[src/rtl/cpr_pkg.sv]
package cpr_pkg;
  localparam logic [31:0] CPR_ID      = 32'h6AF7_023B;
  localparam logic [31:0] CPR_VERSION = 32'h0101_0001;
  localparam int          CODE_W      = 3;
  localparam logic [2:0]  CODE_PAD    = 3'd4;
  // word offsets (byte offset / 4)
  localparam int W_ID      = 'h00;
  localparam int W_VER     = 'h01;
  localparam int W_LITE    = 'h02;
  localparam int W_DBG     = 'h03;
  localparam int W_SYMW    = 'h04;
  localparam int W_PIP     = 'h05;
  localparam int W_NIN     = 'h06;
  localparam int W_NOUT    = 'h07;
  localparam int W_MAP0    = 'h08;
  localparam int W_STATUS  = 'h50;
  localparam int W_COMMIT  = 'h51;
  localparam int W_PAD0    = 'h52;
endpackage

[src/rtl/cpr_pipe.sv]
module cpr_pipe
  import cpr_pkg::*;
#(
  parameter int SYM_W = 8,
  parameter int N_IN  = 3,
  parameter int N_OUT = 4,
  parameter logic [4*CODE_W-1:0] MAP = {3'd4, 3'd3, 3'd0, 3'd2}
) (
  input  logic                   clk,
  input  logic                   rst,
  input  logic                   in_valid,
  output logic                   in_ready,
  input  logic                   in_sop,
  input  logic                   in_eop,
  input  logic [N_IN*SYM_W-1:0]  in_data,
  input  logic [N_OUT*SYM_W-1:0] pad_use,
  output logic                   out_valid,
  input  logic                   out_ready,
  output logic                   out_sop,
  output logic                   out_eop,
  output logic [N_OUT*SYM_W-1:0] out_data
);
  logic [N_OUT*SYM_W-1:0] mapped;

  for (genvar k = 0; k < N_OUT; k++) begin : g_plane
    localparam int CODE = int'(MAP[k*CODE_W +: CODE_W]);
    if (CODE < N_IN) begin : g_copy
      assign mapped[k*SYM_W +: SYM_W] = in_data[CODE*SYM_W +: SYM_W];
    end else if (CODE == int'(CODE_PAD)) begin : g_pad
      assign mapped[k*SYM_W +: SYM_W] = pad_use[k*SYM_W +: SYM_W];
    end else begin : g_zero
      assign mapped[k*SYM_W +: SYM_W] = '0;
    end
  end

  assign in_ready = !out_valid || out_ready;

  always_ff @(posedge clk) begin
    if (rst) begin
      out_valid <= 1'b0;
      out_sop   <= 1'b0;
      out_eop   <= 1'b0;
      out_data  <= '0;
    end else if (in_ready) begin
      out_valid <= in_valid;
      out_sop   <= in_sop;
      out_eop   <= in_eop;
      out_data  <= mapped;
    end
  end
endmodule

[src/rtl/cpr_regs.sv]
module cpr_regs
  import cpr_pkg::*;
#(
  parameter int SYM_W  = 8,
  parameter int N_IN   = 3,
  parameter int N_OUT  = 4,
  parameter int ADDR_W = 9,
  parameter logic [4*CODE_W-1:0] MAP = {3'd4, 3'd3, 3'd0, 3'd2}
) (
  input  logic                   clk,
  input  logic                   rst,
  input  logic [ADDR_W-1:0]      reg_addr,
  input  logic                   reg_wr,
  input  logic [31:0]            reg_wdata,
  input  logic                   reg_rd,
  output logic [31:0]            reg_rdata,
  output logic                   reg_rvalid,
  input  logic                   beat_acc,
  input  logic                   beat_sop,
  input  logic                   beat_eop,
  output logic [N_OUT*SYM_W-1:0] pad_use
);
  localparam int WA_W = ADDR_W - 2;

  logic [WA_W-1:0]  word;
  logic             aligned;
  logic [SYM_W-1:0] staged [N_OUT];
  logic [SYM_W-1:0] active [N_OUT];
  logic             armed, pending, busy;
  logic             handover, pad_wr, commit_wr;
  logic [31:0]      rd_mux;

  assign word      = reg_addr[ADDR_W-1:2];
  assign aligned   = (reg_addr[1:0] == 2'b00);
  assign handover  = beat_acc && beat_sop && armed;
  assign commit_wr = reg_wr && aligned && word == WA_W'(W_COMMIT) && reg_wdata[0];
  assign pad_wr    = reg_wr && aligned && word >= WA_W'(W_PAD0)
                     && word < WA_W'(W_PAD0 + N_OUT);

  for (genvar k = 0; k < N_OUT; k++) begin : g_pad
    assign pad_use[k*SYM_W +: SYM_W] = handover ? staged[k] : active[k];
    always_ff @(posedge clk) begin
      if (rst) begin
        staged[k] <= '0;
        active[k] <= '0;
      end else begin
        if (handover) active[k] <= staged[k];
        if (reg_wr && aligned && word == WA_W'(W_PAD0 + k))
          staged[k] <= reg_wdata[SYM_W-1:0];
      end
    end
  end

  always_comb begin
    rd_mux = '0;
    if (aligned) begin
      case (int'(word))
        W_ID:     rd_mux = CPR_ID;
        W_VER:    rd_mux = CPR_VERSION;
        W_LITE:   rd_mux = 32'd1;
        W_DBG:    rd_mux = 32'd0;
        W_SYMW:   rd_mux = 32'(SYM_W);
        W_PIP:    rd_mux = 32'd1;
        W_NIN:    rd_mux = 32'(N_IN);
        W_NOUT:   rd_mux = 32'(N_OUT);
        W_STATUS: rd_mux = {30'd0, pending, busy};
        default:  rd_mux = '0;
      endcase
      for (int k = 0; k < N_OUT; k++) begin
        if (word == WA_W'(W_MAP0 + k)) rd_mux = 32'(MAP[k*CODE_W +: CODE_W]);
        if (word == WA_W'(W_PAD0 + k)) rd_mux = 32'(staged[k]);
      end
    end
  end

  always_ff @(posedge clk) begin
    if (rst) begin
      armed      <= 1'b0;
      pending    <= 1'b0;
      busy       <= 1'b0;
      reg_rvalid <= 1'b0;
      reg_rdata  <= '0;
    end else begin
      reg_rvalid <= reg_rd;
      if (reg_rd) reg_rdata <= rd_mux;
      if (handover) armed <= 1'b0;
      if (commit_wr) armed <= 1'b1;
      if (pad_wr) pending <= 1'b1;
      else if (handover) pending <= 1'b0;
      if (beat_acc) begin
        if (beat_eop) busy <= 1'b0;
        else if (beat_sop) busy <= 1'b1;
      end
    end
  end
endmodule

[src/rtl/cplane_remap.sv]
module cplane_remap
  import cpr_pkg::*;
#(
  parameter int SYM_W  = 8,
  parameter int N_IN   = 3,
  parameter int N_OUT  = 4,
  parameter int ADDR_W = 9,
  parameter logic [4*CODE_W-1:0] MAP = {3'd4, 3'd3, 3'd0, 3'd2}
) (
  input  logic                   clk,
  input  logic                   rst,
  input  logic                   in_valid,
  output logic                   in_ready,
  input  logic                   in_sop,
  input  logic                   in_eop,
  input  logic [N_IN*SYM_W-1:0]  in_data,
  output logic                   out_valid,
  input  logic                   out_ready,
  output logic                   out_sop,
  output logic                   out_eop,
  output logic [N_OUT*SYM_W-1:0] out_data,
  input  logic [ADDR_W-1:0]      reg_addr,
  input  logic                   reg_wr,
  input  logic [31:0]            reg_wdata,
  input  logic                   reg_rd,
  output logic [31:0]            reg_rdata,
  output logic                   reg_rvalid
);
  logic [N_OUT*SYM_W-1:0] pad_use;
  logic                   ready_i;

  assign in_ready = ready_i;

  cpr_regs #(.SYM_W(SYM_W), .N_IN(N_IN), .N_OUT(N_OUT), .ADDR_W(ADDR_W), .MAP(MAP)) u_regs (
    .clk(clk), .rst(rst),
    .reg_addr(reg_addr), .reg_wr(reg_wr), .reg_wdata(reg_wdata),
    .reg_rd(reg_rd), .reg_rdata(reg_rdata), .reg_rvalid(reg_rvalid),
    .beat_acc(in_valid && ready_i), .beat_sop(in_sop), .beat_eop(in_eop),
    .pad_use(pad_use)
  );

  cpr_pipe #(.SYM_W(SYM_W), .N_IN(N_IN), .N_OUT(N_OUT), .MAP(MAP)) u_pipe (
    .clk(clk), .rst(rst),
    .in_valid(in_valid), .in_ready(ready_i), .in_sop(in_sop), .in_eop(in_eop),
    .in_data(in_data), .pad_use(pad_use),
    .out_valid(out_valid), .out_ready(out_ready), .out_sop(out_sop),
    .out_eop(out_eop), .out_data(out_data)
  );
endmodule

[config.mk]
export PLATFORM = sky130hd
export DESIGN_NAME = cplane_remap
export DESIGN_NICKNAME = d
export VERILOG_FILES = /design/src/rtl/cpr_pkg.sv /design/src/rtl/cpr_pipe.sv /design/src/rtl/cpr_regs.sv /design/src/rtl/cplane_remap.sv
export SDC_FILE = /design/constraint.sdc
export NUM_CORES = 1
export LEC_CHECK = 0
export ABC_AREA = 1
export BUFFER_PORTS_ARGS = -buffer_cell sky130_fd_sc_hd__buf_2
export CORE_ASPECT_RATIO = 0.8
export CORE_MARGIN = 4
export CORE_UTILIZATION = 46
export CTS_CLUSTER_SIZE = 30
export DETAILED_ROUTE_END_ITERATION = 8
export PLACE_DENSITY_LB_ADDON = 0.3
export SLEW_MARGIN = 10
export SYNTH_ARGS = -nofsm -noshare
export SYNTH_HDL_FRONTEND = slang
export SYNTH_SLANG_ARGS = --single-unit
[constraint.sdc]
create_clock -name clk -period 3.95 [get_ports clk]
set_input_delay 0.5925 -clock clk [delete_from_list [all_inputs] [get_ports clk]]
set_output_delay 0.5925 -clock clk [all_outputs]
set_load 0.03 [all_outputs]
==> results of run 1 <==
## power by group through the flow
stage | Combinational (mW) | Sequential [mW] | Clock [mW]
2_1_floorplan | 0.116 | 0.977 | 0
3_3_place_gp | 0.196 | 0.943 | 0
3_5_place_dp | 0.198 | 0.945 | 0
4_1_cts | 0.199 | 0.925 | 0.671
5_1_grt | 0.219 | 0.928 | 0.710
6_report | 0.198 | 0.925 | 0.659
## logic make-up (layout without fill, tap and decap cells)
kind of cell	count (synthesis)	after routing	share of synthesized area
other	1	19	0.000981
buffers and inverters	88	154	0.119
DFF	82	82	0.513
and+or+nand+nor	201	201	0.247
AOI/OAI and AO/OA	74	74	0.117
xor gates and xnor gates	1	1	0.00229
## cell usage after synthesis (3+ instances only)
master	instances
nor2_1	84
nand2_1	67
dfxtp_1	50
inv_1	37
edfxtp_1	32
buf_4	30
o21ai_0	30
nand3_1	23
a21oi_1	17
clkbuf_1	9
o21bai_1	9
nor2_4	8
o21ai_2	8
inv_2	6
nand2_2	5
nand4_1	4
o2111ai_1	4
o21ai_1	3
## through the flow
stage	hold WS [ps]	instance area (µm²)
final	462	4430
after global routing	482	4430
after CTS	465	4430
after detailed placement	452	4220
after global placement	452	4220
after floorplan	424	3890
## layer usage
layer | track usage | routed length, µm
met1 | 0.234 | 3530
met2 | 0.274 | 3910
met3 | 0.0635 | 918
met4 | 0.0544 | 116
met5 | 0 | 0
## flip-flops by register name, summed over array words and instances (netlist names), 8 cells and up
register and cells:
u_regs.staged 32, u_regs.active 8, u_regs.reg_rdata 11, u_pipe.out_data 24
## layout make-up
class,instances,area (µm²),share of cell area
Inverter,45,173,0.0390
Clock buffer,9,124,0.0280
Multi-Input combinational cell,295,1470,0.332
Sequential cell,82,1960,0.443
Clock inverter,7,92.6,0.0209
Tap cell,108,135,0.0305
Timing Repair Buffer,93,473,0.107
## path summary, 6_finish.rpt
| kind | endpoint | slack, ps | depth (start not counted) |
|---|---|---|---|
| min reg2reg | u_pipe.out_sop | 460 | 2 |
| max | in_ready | 1580 | 6 |
| min | u_pipe.out_sop | 460 | 2 |
| max reg2reg | u_pipe.out_data[29] | 1960 | 9 |
## critical path: stages (launching register included)
cell and delay (ps):
dfxtp_1 330, inv_1 60, nor2_4 60, buf_4 250, clkinv_2 250, buf_4 270, buf_2 190
==> results.md, run 1 <==
- Most common cell after layout, fill and taps aside: buf_2
- CTS resizes: 0
- Status: complete, no violations
- Hold Startpoint: u_pipe.out_sop
- First-pass GRT wire length: ~13 mm
- Worst EP required: 3360 ps
- DRC viols: 0
- Syn Inst Count: between 400 and 500
- Reg-to-reg startpoint: u_pipe.out_valid
- Reg power frac: 0.519
- Vias: ~3100
- LEAKAGE: roughly 2.1 nW
- Cell Pwr Density: between 400 and 500 nW/µm²
- Starting Density: 0.477
- Peak supply drop: roughly 0.00018 V
- Synth warnings: 0
- Final Hold Viols: 0
- CP Class: reg2out
- Clk buf depth: 2
- Die height: between 80 and 90 µm
- All-Layer GR Usage: 0.177
- Post-synth ARST share: 0
- Cell internal pwr: 1.32 mW
- Startpoint types: flop
- Minimum clock period: ~2400 ps
- PortBufs: 90
- Initial antenna violation count: 0
- TritonCTS buffer count: 9
- Worst hold path class: reg2reg
- Post-layout worst setup margin: 1580 ps
- Drt pass-1 iters: 5
- Post-synthesis instance area: approximately 3800 µm²
- Setup tns final: 0 ps
- Top FF cell, synth: dfxtp_1
- Setup Viol. Count Final: 0
- CTS tree: done
- Synthesized area per cell: roughly 8.6 µm²
- Placed cell count: just over 600
- Routability cong.: ~0.93
- Synth area leader: dfxtp_1
- Slew HR: 0.221
- Synth top area share: 0.262
- FILL cells: about 750
- Setup bufs post-CTS: 0
- Share of layout cells above drive strength 1: 0.275
- Max FO, Critical Path: 26
- Yosys cell types: 36
- H-tree depth: 3
- Remaining Overflow, GRT: 0
- Worst path arrival time: 1780 ps
- Die ar.: 9840 µm²
- Final ANT Viol Nets: 0
- RSZ-0062 raised after global routing: false
- Tot Pwr: 1.78 mW
- Core ar.: around 8000 µm²
- Sw Pwr: between 400 and 500 µW
- Clock Pin Slew Worst Setup and Hold Paths: roughly 80 ps
- Final period util: 0.601
- Critical Path End Type: primary output
- Clock power share: 0.370
- Largest net degree at the start of global routing: 35
- Max-slew violations: 0
- DIE WIDTH: between 100 and 150 µm
- CP Launch Point: u_pipe.out_valid
- Area Growth Syn to Fin: 15.9%
- Slew @ Worst Pin: between 1000 and 1500 ps
- Root buffer cell: clkbuf_8
- Io pins: 142
- Max-cap violations: 0
- Fmax: roughly 420 MHz
- Synth Register Bits: around 80
- DP HPWL: ~6.4 mm
- Drt via density: slightly below 5
- Finished Layout Cells: 639
- Vias in the first global route: about 2900
- Initial DRC Count: 232
- EDFF count, synth: 32
- Setup WS pre-CTS: between 1000 and 1500 ps
- Synth top area cells: dfxtp_1 26%, edfxtp_1 25%, nor2_1 8.2%
- Clock Latency Late Sink: between 300 and 400 ps
- Post-layout util: 0.553
- Sw Share: 0.261
- Most frequent cells in the layout: 90 x buf_2, 84 x nor2_1, 67 x nand2_1
- WL per Instance: roughly 13 µm
- Sequential area share after synthesis: 0.513
- Layout Skew: approximately 6.2 ps
- # clock sinks: 82
- Gate power share: 0.111
- Hold-fix buffers at CTS: 0
- Num rows: 29
- Fin nets: ~600
- Routed wire length: about 8.5 mm
- Antenna diodes: 0
Power figures use the tool's default switching activity.
==> run 2: changes to the inputs <==
--- a/config.mk
+++ b/config.mk
@@ -5,7 +5,7 @@
 export SDC_FILE = /design/constraint.sdc
 export NUM_CORES = 1
 export LEC_CHECK = 0
-export ABC_AREA = 1
+export ABC_AREA = 0
 export BUFFER_PORTS_ARGS = -buffer_cell sky130_fd_sc_hd__buf_2
 export CORE_ASPECT_RATIO = 0.8
 export CORE_MARGIN = 4
==> constraint.sdc (replaced) <==
create_clock -name clk -period 2.2 [get_ports clk]
set_input_delay 0.33 -clock clk [delete_from_list [all_inputs] [get_ports clk]]
set_output_delay 0.33 -clock clk [all_outputs]
set_load 0.03 [all_outputs]
==> results.md, run 2 <==
- Antenna diodes: 0 (unchanged)
- Seq. cell area: 1960 µm² (unchanged)
- Root buffer cell: clkbuf_8
- Die height: 88.1 µm (-1.7%)
- Layout Skew: 17.9 ps (+11.7 ps)
- R2r setup slk: 500 ps (-1460 ps)
- FILL cells: 708 (-5.0%)
- PortBufs: 90 (unchanged)
- Vias in the first global route: 2664 (-6.7%)
- DP HPWL: 6.33 mm (-1.8%)
- First-pass GRT wire length: 13.0 mm (-3.6%)
- Final ANT Viol Nets: 0 (unchanged)
- Syn Inst Count: 376 (-16%)
- DRC viols: 0 (unchanged)
- Clk buf depth: 2 (unchanged)
- Hold-fix buffers at CTS: 0 (unchanged)
- Drt pass-1 iters: 5 (unchanged)
- EDFF count, synth: 32 (unchanged)
- Fmax: between 500 and 600 MHz
- Top flop regs: u_regs.staged x32, u_pipe.out_data x24, u_regs.reg_rdata x11
- CP Class: reg2out
- WHS: 185 ps (-277 ps)
- Drt via density: 5.20 (+6.4%)
- Yosys cell types: 51 (+42%)
- Multi-input logic area: 1480 µm² (+0.34%)
- Gate power share: 0.115 (+0.004)
- Routed wire length: 8.43 mm (-0.47%)
- Remaining Overflow, GRT: 0 (unchanged)
- Share of layout cells above drive strength 1: 0.266 (-0.00872)
- WL per Instance: 14.9 µm (+12%)
- Synthesized area per cell: 9.80 µm² (+15%)
- Max FO, Critical Path: 38 (+46%)
- Final period util: 0.818
- Sw Share: 0.272 (+0.0112)
- Synth warnings: 0 (unchanged)
- Post-layout worst setup margin: 401 ps (-1180 ps)
- Minimum clock period: 1800 ps
- Core ar.: 7600 µm² (-5.2%)
- Startpoint types: flop
- Synth top area share: 0.272 (+0.00977)
- Initial antenna violation count: 0 (unchanged)
- Num rows: 28 (-3.4%)
- Clock Latency Late Sink: 340 ps (about the same)
- Sequential area share after synthesis: 0.532 (+0.0192)
- Status: complete, no violations
- Vias: 2951 (-5.6%)
- Area Growth Syn to Fin: 16.4%
- Clock Pin Slew Worst Setup and Hold Paths: 90 ps (about the same)
- Worst path arrival time: 1470 ps (-310 ps)
- Slew HR: 0.579 (+0.358)
- Io pins: 142 (unchanged)
- Starting Density: 0.485 (+0.00803)
- Peak supply drop: 0.000347 V (+94%)
- Post-synthesis instance area: 3690 µm² (-3.6%)
- Placed cell count: 551 (-12%)
- Setup tns final: 0 ps (unchanged)
- Routability cong.: 0.950 (+2.3%)
- Most common cell after layout, fill and taps aside: buf_2
- Sw Pwr: 796 µW (+71%)
- Cell internal pwr: 2.13 mW (+62%)
- CTS tree: done
- Initial DRC Count: 211 (-9.1%)
- Max-slew violations: 0 (unchanged)
- Synth Register Bits: 82 (unchanged)
- Clock power share: 0.319 (-0.051)
- TritonCTS buffer count: 9 (unchanged)
- Setup bufs post-CTS: 0 (unchanged)
- Fin nets: 530 (-12%)
- Setup WS pre-CTS: 185 ps (-1170 ps)
- Top FF cell, synth: dfxtp_1
- Post-synth ARST share: 0 (unchanged)
- Worst EP required: 1870 ps (-1490 ps)
- Count leader, synth: dfxtp_1
- Setup Viol. Count Final: 0 (unchanged)
- Die ar.: 9520 µm² (-3.3%)
- All-Layer GR Usage: 0.174 (-0.00333)
- Worst hold path class: in2reg
- Cell Pwr Density: 683 nW/µm² (+70%)
- Max reg flops: 32 (unchanged)
- Synth top area cells: dfxtp_1 27%, edfxtp_1 26%, buf_4 5.9%
- Synth area leader: dfxtp_1
- Max-cap violations: 0 (unchanged)
- LEAKAGE: 1.87 nW (-12%)
- # clock sinks: 82 (unchanged)
- Largest net degree at the start of global routing: 50 (+43%)
- Post-layout util: 0.564 (+0.0117)
- Critical Path End Type: primary output
- Final Hold Viols: 0 (unchanged)
- CTS resizes: 0 (unchanged)
- Top reg by flops: u_regs.staged
- Post-synth top cells: 50 x dfxtp_1, 47 x nand2_1, 34 x and2_1
- Reg power frac: 0.566 (+0.047)
- H-tree depth: 3 (unchanged)
- Slew @ Worst Pin: 630 ps (-527 ps)
- DIE WIDTH: 108 µm (-1.7%)
- Finished Layout Cells: 567 (-11%)
- RSZ-0062 raised after global routing: false
- Most frequent cells in the layout: 90 x buf_2, 50 x dfxtp_1, 47 x nand2_1
run 2: cells by family (layout without fill, tap and decap cells):
logic type / count (synthesis) / count (layout) / share of synthesized area
xor+xnor: 2 / 2 / 0.00475
flops: 82 / 82 / 0.532
simple gates: 157 / 157 / 0.223
buf+inv: 53 / 121 / 0.0852
other cells: 1 / 19 / 0.00102
mux: 8 / 8 / 0.0217
compound gates: 73 / 73 / 0.132
run 2: cell type report:
cell class | instances | share of cell area
sequential | 82 | 0.457
multi-input combinational | 259 | 0.344
timing repair buffer | 102 | 0.126
tap | 105 | 0.0306
clock buffer | 9 | 0.0289
clock inverter | 7 | 0.0102
inverter | 3 | 0.00262
run 2: metal layers:
layer  wire length [µm]  track usage
met1               3800        0.239
met2               3880        0.279
met3                682       0.0450
met4                 71       0.0413
met5                  0            0
run 2: power groups by stage:
stage	combinational, mW	sequential, mW	clock [mW]
3_5_place_dp	0.336	1.69	0
5_1_grt	0.366	1.67	1.01
3_3_place_gp	0.330	1.69	0
4_1_cts	0.337	1.66	0.950
6_report	0.337	1.66	0.933
2_1_floorplan	0.191	1.74	0
run 2: worst paths after layout:
| path | start | end | depth (start not counted) |
|---|---|---|---|
| worst min-delay path | rst | u_regs.reg_rvalid | 2 |
| worst max register to register | u_pipe.out_valid | u_pipe.out_data[31] | 5 |
| worst max-delay path | u_pipe.out_valid | in_ready | 4 |
| worst min register to register | u_regs.reg_rdata[6] | u_regs.reg_rdata[6] | 2 |
run 2: stage by stage:
step / total power, mW / cell area (µm²)
CTS: 2.95 / 4290
floorplan: 1.93 / 3750
global placement: 2.02 / 4120
finish: 2.93 / 4290
detailed placement: 2.03 / 4120
global route: 3.04 / 4290
run 2: worst max-delay path, cell delays in order (launching register included):
cell,delay [ps]
dfxtp_1,320
nor2b_1,130
inv_1,60
buf_4,340
buf_2,270
==> run 3: changes to the inputs <==
==> constraint.sdc (replaced) <==
create_clock -name clk -period 1.87 [get_ports clk]
set_input_delay 0.2805 -clock clk [delete_from_list [all_inputs] [get_ports clk]]
set_output_delay 0.2805 -clock clk [all_outputs]
set_load 0.03 [all_outputs]
==> results.md, run 3 (synthesis gave the netlist of run 2 again) <==
- Status: complete, no violations
- Setup Viol. Count Final: 0 (unchanged)
- Hold-fix buffers at CTS: 0 (unchanged)
- Routability cong.: 0.944 (-0.62%)
- Worst hold path class: in2reg
- Num rows: 28 (unchanged)
- Top reg by flops: u_regs.staged
- Routed wire length: 8.59 mm (+1.9%)
- All-Layer GR Usage: 0.184 (+0.00999)
- Final instance area: 4480 µm² (+4.4%)
- Most frequent cells in the layout: 90 x buf_2, 50 x dfxtp_1, 47 x nand2_1
- Clock Pin Slew Worst Setup and Hold Paths: 80 ps (about the same)
- CTS tree: done
- Share of layout cells above drive strength 1: 0.301 (+0.0346)
- Setup WS pre-CTS: 10.6 ps (-175 ps)
- Sw Share: 0.263 (-0.00927)
- Most common cell after layout, fill and taps aside: buf_2
- Max-cap violations: 0 (unchanged)
- CP Class: reg2out
- Critical Path End Type: primary output
- Final Hold Viols: 0 (unchanged)
- Hold Startpoint: rst
- Hold Path End: u_regs.reg_rvalid
- Root buffer cell: clkbuf_8
- DIE WIDTH: 108 µm (unchanged)
- Die height: 88.1 µm (unchanged)
- DRC viols: 0 (unchanged)
- Final period util: 0.942
- Largest net degree at the start of global routing: 41 (-18%)
- Critical R2R Capture: u_pipe.out_data[28]
- PortBufs: 90 (unchanged)
- Crit-path max cell delay: 340 ps (about the same)
- H-tree depth: 3 (unchanged)
- R2r setup slk: 500 ps (about the same)
- Cell internal pwr: 2.67 mW (+25%)
- Starting Density: 0.485 (unchanged)
- Final ANT Viol Nets: 0 (unchanged)
- Max-slew violations: 0 (unchanged)
- Top flop regs: u_regs.staged x32, u_pipe.out_data x24, u_regs.reg_rdata x11
- Cell Area, Placed: 4290 µm² (+4.0%)
- RSZ-0062 raised after global routing: false
- TritonCTS buffer count: 9 (unchanged)
- WHS: 139 ps (-46.1 ps)
- CTS resizes: 0 (unchanged)
- DP HPWL: 6.63 mm (+4.7%)
- Core ar.: 7600 µm² (unchanged)
- Drt via density: 5.06 (-2.8%)
- Worst EP required: 1590 ps (-280 ps)
- Clock Latency Late Sink: 350 ps (about the same)
- Reg-to-reg startpoint: u_pipe.out_valid
- First-pass GRT wire length: 13.6 mm (+4.8%)
- Worst path arrival time: 1480 ps (about the same)
- FF-to-FF path depth: 6 (+1)
- Sw Pwr: 950 µW (+19%)
- Layout Skew: 8.10 ps (-9.77 ps)
- Max FO, Critical Path: 38 (unchanged)
- Clock power share: 0.344 (+0.025)
- Vias: 2971 (+0.68%)
- Vias in the first global route: 2757 (+3.5%)
- Cell Pwr Density: 807 nW/µm² (+18%)
- Gate power share: 0.117 (+0.002)
- Peak supply drop: 0.000391 V (+13%)
- WL per Instance: 14.6 µm (-1.6%)
- # clock sinks: 82 (unchanged)
- Slowest-stage cell, CP: buf_4
- Post-layout util: 0.589 (+0.0250)
- Area Growth Syn to Fin: 21.6%
- Antenna diodes: 0 (unchanged)
- Fin nets: 550 (+3.8%)
- FILL cells: 679 (-4.1%)
- Max reg flops: 32 (unchanged)
- Clk buf depth: 2 (unchanged)
- Startpoint types: flop
- Fmax: approximately 570 MHz
- Io pins: 142 (unchanged)
- Initial antenna violation count: 0 (unchanged)
- Setup bufs post-CTS: 0 (unchanged)
- Setup tns final: 0 ps (unchanged)
- Post-layout worst setup margin: 108 ps (-293 ps)
- Initial DRC Count: 175 (-17%)
- Drt pass-1 iters: 4 (-1)
- Die ar.: 9520 µm² (unchanged)
- Remaining Overflow, GRT: 0 (unchanged)
- Worst Hold Path Cells: 2 (unchanged)
- Minimum clock period: between 1500 and 2000 ps
- Critical path cell sequence: nor2b_1 > inv_1 > buf_4 > buf_2
- Reg power frac: 0.539 (-0.027)
- LEAKAGE: 2.00 nW (+6.5%)
==> run 3: changes by cell type in the layout (fill, tap and decap cells not counted), sizes merged <==
| cell | delta |
|---|---|
| buf | +20 |
| bufinv | +1 |
| clkinvlp | -1 |
==> run 3: final cells by class <==
| type | count | area, µm² | share of cell area |
|---|---|---|---|
| Timing Repair Buffer | 122 | 703 | 0.157 |
| Inverter | 3 | 11.3 | 0.00251 |
| Multi-Input combinational cell | 259 | 1480 | 0.331 |
| Clock buffer | 9 | 124 | 0.0276 |
| Sequential cell | 82 | 1960 | 0.438 |
| Tap cell | 105 | 131 | 0.0293 |
| Clock inverter | 7 | 67.6 | 0.0151 |
==> run 3: worst max-delay path, delay by kind of cell, from the launching register on <==
family	cells	cell delay (ps)
buf+inv	3	680
flops	1	320
simple gates	1	130
==> run 3: worst max-delay path by stage <==
stage | slack [ps] | endpoint | startpoint
6_report | 110 | in_ready | u_pipe.out_valid
5_1_grt | 8 | in_ready | u_pipe.out_valid
4_1_cts | 90 | in_ready | u_pipe.out_valid
3_5_place_dp | 10 | u_regs.staged[0][2] | reg_addr[7]
3_3_place_gp | 40 | u_regs.staged[3][4] | reg_addr[1]
2_1_floorplan | 4 | u_regs.staged[1][0] | reg_addr[7]
==> run 3: routing by layer <==
layer | track usage | up-vias | wire, µm
li1 | - | 1481 | -
met1 | 0.252 | 1375 | 3900
met2 | 0.286 | 103 | 3900
met3 | 0.0501 | 12 | 657
met4 | 0.0585 | 0 | 132
met5 | 0 | - | 0
==> run 3: per-stage QoR <==
step,power (mW),cells
floorplan,2.28,394
detailed placement,2.41,571
finish,3.62,587
global route,3.78,587
CTS,3.66,587
global placement,2.41,571
==> run 3: power groups by stage <==
stage / clock [mW] / sequential (mW) / combinational [mW]
after floorplan: 0 / 2.05 / 0.225
after global placement: 0 / 1.99 / 0.417
after detailed placement: 0 / 1.99 / 0.422
after CTS: 1.29 / 1.95 / 0.423
after global routing: 1.36 / 1.96 / 0.462
final: 1.24 / 1.95 / 0.423
